==> config.mk <==
export PLATFORM = sky130hd
export DESIGN_NAME = nfp_addsub
export DESIGN_NICKNAME = d
export VERILOG_FILES = /design/src/rtl/nfp_pkg.sv /design/src/rtl/nfp_near_path.sv /design/src/rtl/nfp_far_path.sv /design/src/rtl/nfp_round.sv /design/src/rtl/nfp_addsub.sv
export SDC_FILE = /design/constraint.sdc
export NUM_CORES = 1
export LEC_CHECK = 0
export ABC_AREA = 1
export BUFFER_PORTS_ARGS = -buffer_cell sky130_fd_sc_hd__buf_2
export CORE_MARGIN = 4
export CORE_UTILIZATION = 50
export DETAILED_ROUTE_END_ITERATION = 16
export GPL_ROUTABILITY_DRIVEN = 1
export PLACE_DENSITY = 0.66
export SLEW_MARGIN = 20
export SYNTH_ARGS = -nofsm -noshare
export SYNTH_HDL_FRONTEND = slang
export SYNTH_SLANG_ARGS = --single-unit
==> constraint.sdc <==
create_clock -name clk -period 0.8 [get_ports clk]
set_clock_uncertainty 0.1 [all_clocks]
set_input_delay 0 -clock clk [delete_from_list [all_inputs] [get_ports clk]]
set_output_delay 0 -clock clk [all_outputs]
set_load 0.01 [all_outputs]
==> src/rtl/nfp_pkg.sv <==
package nfp_pkg;
  localparam int unsigned NFP_SP_EXP_W = 8;
  localparam int unsigned NFP_SP_MAN_W = 23;

  typedef enum logic {
    PATH_FAR  = 1'b0,
    PATH_NEAR = 1'b1
  } nfp_path_e;
endpackage

==> src/rtl/nfp_near_path.sv <==
module nfp_near_path #(
  parameter int unsigned EXP_W = 8,
  parameter int unsigned MAN_W = 23
) (
  input  logic [MAN_W:0]   sig_big,
  input  logic [MAN_W:0]   sig_small,
  input  logic [EXP_W-1:0] exp_big,
  input  logic             diff_one,
  output logic [EXP_W:0]   n_exp,
  output logic [MAN_W:0]   n_sig,
  output logic             n_g,
  output logic             n_zero
);
  localparam int unsigned SW  = MAN_W + 1;
  localparam int unsigned DW  = SW + 1;
  localparam int unsigned LZW = $clog2(DW + 1);

  logic [DW-1:0]  x_ext, y_ext, dif, dif_n;
  logic [LZW-1:0] lz;
  logic [EXP_W:0] lz_ext, lim, sh;

  assign x_ext = {sig_big, 1'b0};
  assign y_ext = diff_one ? {1'b0, sig_small} : {sig_small, 1'b0};
  assign dif   = x_ext - y_ext;

  // leading-zero count; the highest set bit wins
  always_comb begin
    lz = LZW'(DW);
    for (int i = 0; i < DW; i++) begin
      if (dif[i]) lz = LZW'(DW - 1 - i);
    end
  end

  // clamp so the exponent stays at or above 1 (gradual underflow)
  assign lz_ext = (EXP_W+1)'(lz);
  assign lim    = {1'b0, exp_big} - 1'b1;
  assign sh     = (lz_ext > lim) ? lim : lz_ext;
  assign dif_n  = dif << sh;

  assign n_sig  = dif_n[DW-1:1];
  assign n_g    = dif_n[0];
  assign n_exp  = {1'b0, exp_big} - sh;
  assign n_zero = (dif == '0);
endmodule

==> src/rtl/nfp_far_path.sv <==
module nfp_far_path #(
  parameter int unsigned EXP_W = 8,
  parameter int unsigned MAN_W = 23
) (
  input  logic [MAN_W:0]   sig_big,
  input  logic [MAN_W:0]   sig_small,
  input  logic [EXP_W-1:0] exp_big,
  input  logic [EXP_W-1:0] diff,
  input  logic             eff_sub,
  output logic [EXP_W:0]   f_exp,
  output logic [MAN_W:0]   f_sig,
  output logic             f_g,
  output logic             f_s
);
  localparam int unsigned SW  = MAN_W + 1;
  localparam int unsigned CAP = SW + 2;
  localparam int unsigned SHW = $clog2(CAP + 1);
  localparam int unsigned AW  = SW + 3;

  logic [SHW-1:0]    shamt;
  logic [2*SW+1:0]   wide;
  logic [AW-1:0]     x_al, y_al;
  logic [AW:0]       z;

  // long alignment with everything beyond the round bit folded to sticky
  assign shamt = (32'(diff) > CAP) ? SHW'(CAP) : SHW'(diff);
  assign wide  = {sig_small, {(SW+2){1'b0}}} >> shamt;
  assign y_al  = {wide[2*SW+1:SW], |wide[SW-1:0]};
  assign x_al  = {sig_big, 3'b000};
  assign z     = eff_sub ? ({1'b0, x_al} - {1'b0, y_al})
                         : ({1'b0, x_al} + {1'b0, y_al});

  // at most one place of normalisation either way
  always_comb begin
    if (z[AW]) begin
      f_sig = z[AW:4];
      f_g   = z[3];
      f_s   = |z[2:0];
      f_exp = {1'b0, exp_big} + 1'b1;
    end else if (z[AW-1] || !eff_sub) begin
      f_sig = z[AW-1:3];
      f_g   = z[2];
      f_s   = |z[1:0];
      f_exp = {1'b0, exp_big};
    end else begin
      f_sig = z[AW-2:2];
      f_g   = z[1];
      f_s   = z[0];
      f_exp = {1'b0, exp_big} - 1'b1;
    end
  end
endmodule

==> src/rtl/nfp_round.sv <==
module nfp_round #(
  parameter int unsigned EXP_W = 8,
  parameter int unsigned MAN_W = 23
) (
  input  logic                   sign,
  input  logic [EXP_W:0]         exp_in,
  input  logic [MAN_W:0]         sig_in,
  input  logic                   g_in,
  input  logic                   s_in,
  output logic [EXP_W+MAN_W:0]   packed_out
);
  localparam int unsigned SW = MAN_W + 1;
  localparam logic [EXP_W:0] EXP_TOP = {1'b0, {EXP_W{1'b1}}};

  logic           inc, ovf;
  logic [SW:0]    sum;
  logic [MAN_W:0] sig_r;
  logic [EXP_W:0] exp_r;
  logic [EXP_W-1:0] field;

  assign inc = g_in & (s_in | sig_in[0]);
  assign sum = {1'b0, sig_in} + {{SW{1'b0}}, inc};

  always_comb begin
    if (sum[SW]) begin
      sig_r = sum[SW:1];
      exp_r = exp_in + 1'b1;
    end else begin
      sig_r = sum[SW-1:0];
      exp_r = exp_in;
    end
  end

  assign ovf   = (exp_r >= EXP_TOP);
  assign field = sig_r[MAN_W] ? exp_r[EXP_W-1:0] : '0;
  assign packed_out = ovf ? {sign, {EXP_W{1'b1}}, {MAN_W{1'b0}}}
                          : {sign, field, sig_r[MAN_W-1:0]};
endmodule

==> src/rtl/nfp_addsub.sv <==
module nfp_addsub
  import nfp_pkg::*;
#(
  parameter int unsigned EXP_W = NFP_SP_EXP_W,
  parameter int unsigned MAN_W = NFP_SP_MAN_W
) (
  input  logic                   clk,
  input  logic                   rst_n,
  input  logic [EXP_W+MAN_W:0]   op_a,
  input  logic [EXP_W+MAN_W:0]   op_b,
  input  logic                   subtract,
  output logic [EXP_W+MAN_W:0]   result
);
  localparam int unsigned N = EXP_W + MAN_W + 1;
  localparam logic [N-1:0] QNAN = {1'b0, {EXP_W{1'b1}}, 1'b1, {(MAN_W-1){1'b0}}};

  logic               sb_eff, swap, eff_sub, sign_big;
  logic               a_nan, b_nan, a_inf, b_inf;
  logic [N-2:0]       mag_big, mag_small;
  logic [EXP_W-1:0]   fe_big, fe_small, ee_big, ee_small, diff;
  logic [MAN_W:0]     sig_big, sig_small;
  nfp_path_e          path;

  logic [EXP_W:0]     n_exp, f_exp, r_exp;
  logic [MAN_W:0]     n_sig, f_sig, r_sig;
  logic               n_g, n_zero, f_g, f_s, r_g, r_s;
  logic [N-1:0]       rounded, res_d, res_q;

  // operand decode
  assign sb_eff = op_b[N-1] ^ subtract;
  assign a_nan  = (&op_a[N-2:MAN_W]) & (|op_a[MAN_W-1:0]);
  assign b_nan  = (&op_b[N-2:MAN_W]) & (|op_b[MAN_W-1:0]);
  assign a_inf  = (&op_a[N-2:MAN_W]) & ~(|op_a[MAN_W-1:0]);
  assign b_inf  = (&op_b[N-2:MAN_W]) & ~(|op_b[MAN_W-1:0]);

  // magnitude ordering
  assign swap      = op_b[N-2:0] > op_a[N-2:0];
  assign mag_big   = swap ? op_b[N-2:0] : op_a[N-2:0];
  assign mag_small = swap ? op_a[N-2:0] : op_b[N-2:0];
  assign sign_big  = swap ? sb_eff : op_a[N-1];
  assign eff_sub   = op_a[N-1] ^ sb_eff;

  assign fe_big    = mag_big[N-2:MAN_W];
  assign fe_small  = mag_small[N-2:MAN_W];
  assign ee_big    = (fe_big   == '0) ? EXP_W'(1) : fe_big;
  assign ee_small  = (fe_small == '0) ? EXP_W'(1) : fe_small;
  assign sig_big   = {|fe_big,   mag_big[MAN_W-1:0]};
  assign sig_small = {|fe_small, mag_small[MAN_W-1:0]};
  assign diff      = ee_big - ee_small;

  assign path = (eff_sub && (diff <= EXP_W'(1))) ? PATH_NEAR : PATH_FAR;

  nfp_near_path #(.EXP_W(EXP_W), .MAN_W(MAN_W)) u_near (
    .sig_big  (sig_big),
    .sig_small(sig_small),
    .exp_big  (ee_big),
    .diff_one (diff[0]),
    .n_exp    (n_exp),
    .n_sig    (n_sig),
    .n_g      (n_g),
    .n_zero   (n_zero)
  );

  nfp_far_path #(.EXP_W(EXP_W), .MAN_W(MAN_W)) u_far (
    .sig_big  (sig_big),
    .sig_small(sig_small),
    .exp_big  (ee_big),
    .diff     (diff),
    .eff_sub  (eff_sub),
    .f_exp    (f_exp),
    .f_sig    (f_sig),
    .f_g      (f_g),
    .f_s      (f_s)
  );

  // path selection
  always_comb begin
    if (path == PATH_NEAR) begin
      r_exp = n_exp;
      r_sig = n_sig;
      r_g   = n_g;
      r_s   = 1'b0;
    end else begin
      r_exp = f_exp;
      r_sig = f_sig;
      r_g   = f_g;
      r_s   = f_s;
    end
  end

  nfp_round #(.EXP_W(EXP_W), .MAN_W(MAN_W)) u_round (
    .sign      (sign_big),
    .exp_in    (r_exp),
    .sig_in    (r_sig),
    .g_in      (r_g),
    .s_in      (r_s),
    .packed_out(rounded)
  );

  // special values override the arithmetic
  always_comb begin
    res_d = rounded;
    if ((path == PATH_NEAR) && n_zero) res_d = '0;
    if (a_inf || b_inf) begin
      res_d = (a_inf && b_inf && eff_sub) ? QNAN
                                          : {sign_big, {EXP_W{1'b1}}, {MAN_W{1'b0}}};
    end
    if (a_nan || b_nan) res_d = QNAN;
  end

  always_ff @(posedge clk or negedge rst_n) begin
    if (!rst_n) res_q <= '0;
    else        res_q <= res_d;
  end

  assign result = res_q;
endmodule

==> results of run 1 <==
-- metrics by stage --
| stage | instance area [um2] | cells | setup TNS [ns] | hold WS, ns |
|---|---|---|---|---|
| after CTS | 23500 | 3966 | -265.85 | 0.0524 |
| after detailed placement | 21500 | 3864 | -294.10 | -0.141 |
| after global placement | 21500 | 3864 | -282.48 | -0.144 |
| after floorplan | 14700 | 2635 | -261.15 | -0.396 |
-- Yosys cell counts (6+ instances only) --
cell type	count	share of area, %
buf_4	14	0.74
buf_2	21	0.74
buf_6	14	1.1
a31oi_1	6	0.26
nand2_1	827	22
nor3_1	38	1.3
ha_1	127	11
o21ai_1	36	1.3
xnor2_1	16	0.98
inv_2	24	0.63
o211ai_1	15	0.79
dfrtp_1	32	5.6
nor4_1	9	0.39
nor2_2	20	0.88
nor2_4	20	1.6
or2_2	9	0.39
buf_1	6	0.16
o21ai_0	178	6.2
nor2_1	171	4.5
o31ai_1	6	0.32
o21a_1	6	0.32
clkbuf_1	34	0.89
nand4_1	48	2.1
xor2_1	50	3.1
inv_1	335	8.8
nand3_1	333	12
a21oi_1	121	4.2
nand2_2	25	1.1
-- kinds of logic after synthesis --
group,after synthesis,synth area share (%)
DFF,32,5.61
muxes,1,0.0701
adders and majority gates,131,11.7
xor gates and xnor gates,72,4.89
and+or+nand+nor,1532,48.0
AOI/OAI and AO/OA,411,16.2
buffers and inverters,455,13.5
other,1,0.0263
-- routing by layer --
metal | global-route usage (%) | overflow
met1 | 65.3 | 0
met5 | 16.7 | 0
met3 | 47.9 | 0
met2 | 86.9 | 6
met4 | 69.8 | 6
-- what timing repair did --
item                                    in CTS
pin swaps                                  118
gates resized for setup                    271
endpoints found under the setup margin      64
gates cloned                                 4
buffers inserted                            90
hold buffers                                 1
endpoints found under the hold margin       32
==> results_dict.tcl, run 1 <==
set metrics [dict create \
    clock-sinks 32 \
    synthesis.nets 2833 \
    grt_max_degree 84 \
    outcome "did not finish" \
    yosys_warnings 0 \
    start_util_pct 51.0 \
    worst_endpoint_kind "sequential cell input" \
    die_y_um 177 \
    async_flop_share_pct 100 \
    cts_max_level 2 \
    synth-seq-area-share_pct 5.61 \
    ys_types 71 \
    worst_endpoint "result[16]$_DFF_PN0_/D" \
    place_congestion 1.10 \
    syn-cell-area_um2 14300 \
    haltStage "5_1_grt" \
    syn_avg_cell_area_um2 5.42 \
    dpl_worst_slack_ns -9.37 \
    synth-seq-cells 32 \
    firstError "[ERROR GRT-0232] Routing congestion too high. Check the congestion heatmap in the GUI." \
    synth-main-ff-cell "dfrtp_1" \
    die-width_um 177 \
    port_buffers 98 \
    syn_inst 2635 \
    cts_root_buf "clkbuf_16" \
    ios 99 \
    numCtsBuffers 5 \
    clk_path_buf_depth 2 \
    grt_util_all_layers_pct 67.0 \
    dpl.hpwl_um 58000 \
    grt_overflow 12 \
    synth_edf_count 0 \
    rows 61 \
]
==> run 2, diff against run 1 <==
- CORE_UTILIZATION: 50 -> 35
- PLACE_DENSITY: 0.66 -> default
- PLACE_DENSITY_LB_ADDON: default -> 0.15
==> run 2 against run 1 <==
Compared with the run above:
- the flow now finishes, with violations (negative setup slack)
- synthesized area unchanged
- synthesized cell count unchanged
==> results_dict.tcl, run 2 <==
set metrics [dict create \
    path_max_fanout 7 \
    synth-seq-area-share_pct 5.61 \
    die-width_um 210 \
    clk_pin_slew_ns 0.06 \
    viasPerCell 5.02 \
    tightest_slew_ns 0.636 \
    final_common_cell "buf_4" \
    syn_avg_cell_area_um2 5.42 \
    min_period_over_period_pct 1180 \
    crit_path_frequent_cell "nand2_2" \
    setup.worst_path.start_class "input port" \
    drc_errors 0 \
    required_ns 0.92 \
    nFillCells 3945 \
    port_buffers 98 \
    worstSetupEndpointType "flop" \
    rsz0062_at_grt "true" \
    avgRoutedWirePerCell_um 15.6 \
    design.core.area_um2 40000 \
    synthesis.nets 2833 \
    setup_viol 64 \
    start_util_pct 35.7 \
    clock-sinks 32 \
    yosysMostFrequentCell "nand2_1" \
    syn_to_final_growth_pct 70.1 \
    drv_cap 0 \
    nets 3854 \
    max_freq_mhz 106 \
    report.final.slew_viol_count 0 \
    crit_slowest_cell "fa_2" \
    outcome "complete, but fails checks" \
    dr.pass1.iters 6 \
    ios 99 \
    regArea_um2 801 \
    cts_max_level 2 \
    dpl_worst_slack_ns -9.27 \
    antenna_left 0 \
    dpl.hpwl_um 55700 \
    synth_area_leaders "nand2_1 (22%), nand3_1 (12%), ha_1 (11%)" \
    hold_violations 0 \
    grt_max_degree 63 \
    vias 21000 \
    async_flop_share_pct 100 \
    synth-seq-cells 32 \
    die_y_um 210 \
    layout.cells.most_common_list "buf_4 (969), nand2_1 (778), inv_1 (309)" \
    setup_ws_ns -8.67 \
    powerDensity_nw_per_um2 3290 \
    numCtsBuffers 5 \
    hold_class "in -> async" \
    multi_input_area_um2 12800 \
    max_stage_delay_ns 0.36 \
    ys_types 71 \
    drt_iter0_markers 1472 \
    grt_pass1_wl_um 104000 \
    drt-total-wl_um 65400 \
    syn-cell-area_um2 14300 \
    worstSetupPathType "in -> reg" \
    grt_pass1_vias 20500 \
    antenna_found_initial 0 \
    synth-main-ff-cell "dfrtp_1" \
    drive_gt1_share_pct 40.0 \
    period_needed_ns 9.47 \
    synth_top_cell_by_area "nand2_1" \
    p_total_uw 80000 \
    vdd_drop_max_mv 1.56 \
    rows 73 \
    total_leakage_power_uw 0.0133 \
    cts_tree "done" \
    cts_root_buf "clkbuf_16" \
    place_congestion 1.02 \
    grt_overflow 0 \
    die_area_um2 44100 \
    largest_reg_flops 32 \
    slew_headroom_pct 57.4 \
    arrival_ns 9.60 \
    grt_util_all_layers_pct 28.6 \
    syn_inst 2635 \
    diodes 0 \
    violations "negative setup slack" \
    synth_edf_count 0 \
    clk_path_buf_depth 2 \
    yosys.area.top_type_share_pct 21.7 \
    yosys_warnings 0 \
    ys_top_cells_by_count "nand2_1 (827), inv_1 (335), nand3_1 (333)" \
]
## run 2: final cells by class
class	instances	area share [%]
Tap cell	525	2.71
Clock buffer	5	0.515
Sequential cell	32	3.30
Clock inverter	3	0.175
Inverter	364	5.85
Multi-Input combinational cell	2150	52.6
Timing Repair Buffer	1103	34.9
## run 2: what timing repair did
action	4_1_cts	5_1_grt
gates cloned	6	0
hold buffers	1	0
resized for setup	213	59
endpoints found under the setup margin	64	64
pin swaps	101	60
hold endpoints to repair	32	0
buffers inserted	97	10
## run 2: per-stage QoR
stage | TNS, ns | util, % | cells | instance area, um2 | hold WS, ns
final | -275.33 | 60.7 | 4182 | 24300 | 0.00672
after global routing | -299.22 | 60.7 | 4182 | 24300 | 0.0464
after CTS | -263.44 | 59.9 | 4172 | 24000 | 0.0166
after detailed placement | -291.34 | 55.2 | 4060 | 22100 | -0.224
after global placement | -289.49 | 55.2 | 4060 | 22100 | -0.229
after floorplan | -261.15 | - | 2635 | 14700 | -0.396
## run 2: worst max path at each step
stage	end	startpoint	slack [ns]
4_1_cts	result[27]	op_a[20]	-8.32
2_1_floorplan	result[4]	op_a[30]	-8.36
5_1_grt	result[22]	op_a[17]	-9.40
6_report	result[18]	op_a[17]	-8.67
3_5_place_dp	result[1]	op_a[22]	-9.27
3_3_place_gp	result[2]	op_a[22]	-9.20
## run 2: worst max-delay path, delay by kind of cell
family / cells / cell delay, ns
multiplexers: 1 / 0.10
adder cells (fa/ha/maj): 6 / 1.28
buffers and inverters: 18 / 1.75
AO/OA/AOI/OAI: 11 / 1.46
XOR/XNOR: 2 / 0.33
AND/OR/NAND/NOR: 46 / 4.64
## run 2: metal layers
layer  track usage, %  part of all wire (%)
met1             38.3                    45
met2             49.7                    47
met3             2.43                   5.0
met4             7.72                   3.3
met5                0                     0
## run 2: power breakdown
group	switching [uW]	leakage [uW]	total [uW]	internal, uW
sequential	160	0.000374	2510	2350
clock	721	0.0000798	2180	1460
combinational	40700	0.0129	75300	34500
## run 2: cells by family after synthesis
group	count (synthesis)	synth area share, %
flops	32	5.61
fa+ha+maj	131	11.7
other cells	1	0.0263
simple gates	1532	48.0
buf+inv	455	13.5
compound gates	411	16.2
xor+xnor	72	4.89
mux	1	0.0701
Note: power is estimated with default switching activity, not from simulation.
==> run 3, diff against run 2 <==
- CORE_UTILIZATION: 35 -> 60
==> run 3 against run 2 <==
Compared with the run above:
- the flow now stops in 4_1_cts
- synthesized area unchanged
- synthesized cell count unchanged
==> results_dict.tcl, run 3 <==
set metrics [dict create \
    outcome "did not finish" \
    haltStage "4_1_cts" \
    firstError "[ERROR DPL-0038] Utilization greater than 100%, impossible to legalize" \
    clock-sinks 32 \
    ys_types 71 \
    numCtsBuffers 5 \
    place_congestion 1.18 \
    synth-seq-cells 32 \
    clk_path_buf_depth 2 \
    ios 99 \
    ys_top_cells_by_count "nand2_1 (827), inv_1 (335), nand3_1 (333)" \
    synth_area_leaders "nand2_1 (22%), nand3_1 (12%), ha_1 (11%)" \
    dpl.hpwl_um 61600 \
    syn_inst 2635 \
    syn_avg_cell_area_um2 5.42 \
    hold_buffers 1 \
    synthesis.nets 2833 \
    cts_root_buf "clkbuf_16" \
    post_cts_buffers 165 \
    die_y_um 162 \
    synth-seq-area-share_pct 5.61 \
    async_flop_share_pct 100 \
    synth-main-ff-cell "dfrtp_1" \
    start_util_pct 60.8 \
    yosys.area.top_type_share_pct 21.7 \
    port_buffers 98 \
    synth_top_cell_by_area "nand2_1" \
    die-width_um 162 \
    rows 56 \
    synth_edf_count 0 \
    yosysMostFrequentCell "nand2_1" \
    syn-cell-area_um2 14300 \
    cts_resized 272 \
    yosys_warnings 0 \
    cts_max_level 2 \
]
run 3: cell counts after synthesis:
Identical to the previous run, type by type.
run 3: kinds of logic after synthesis:
family	count (synthesis)	synth area share [%]
AO/OA/AOI/OAI	411	16.2
XOR/XNOR	72	4.89
adder cells (fa/ha/maj)	131	11.7
buffers and inverters	455	13.5
flip-flops	32	5.61
multiplexers	1	0.0701
other	1	0.0263
AND/OR/NAND/NOR	1532	48.0
run 3: stage by stage:
stage               util (%)  setup TNS, ns  cell area, um2  worst slack, ns  std cells
floorplan                  -        -261.15           14700            -8.36       2635
detailed placement      90.6        -302.88           21300            -9.64       3783
global placement        90.6        -275.67           21300            -8.76       3783
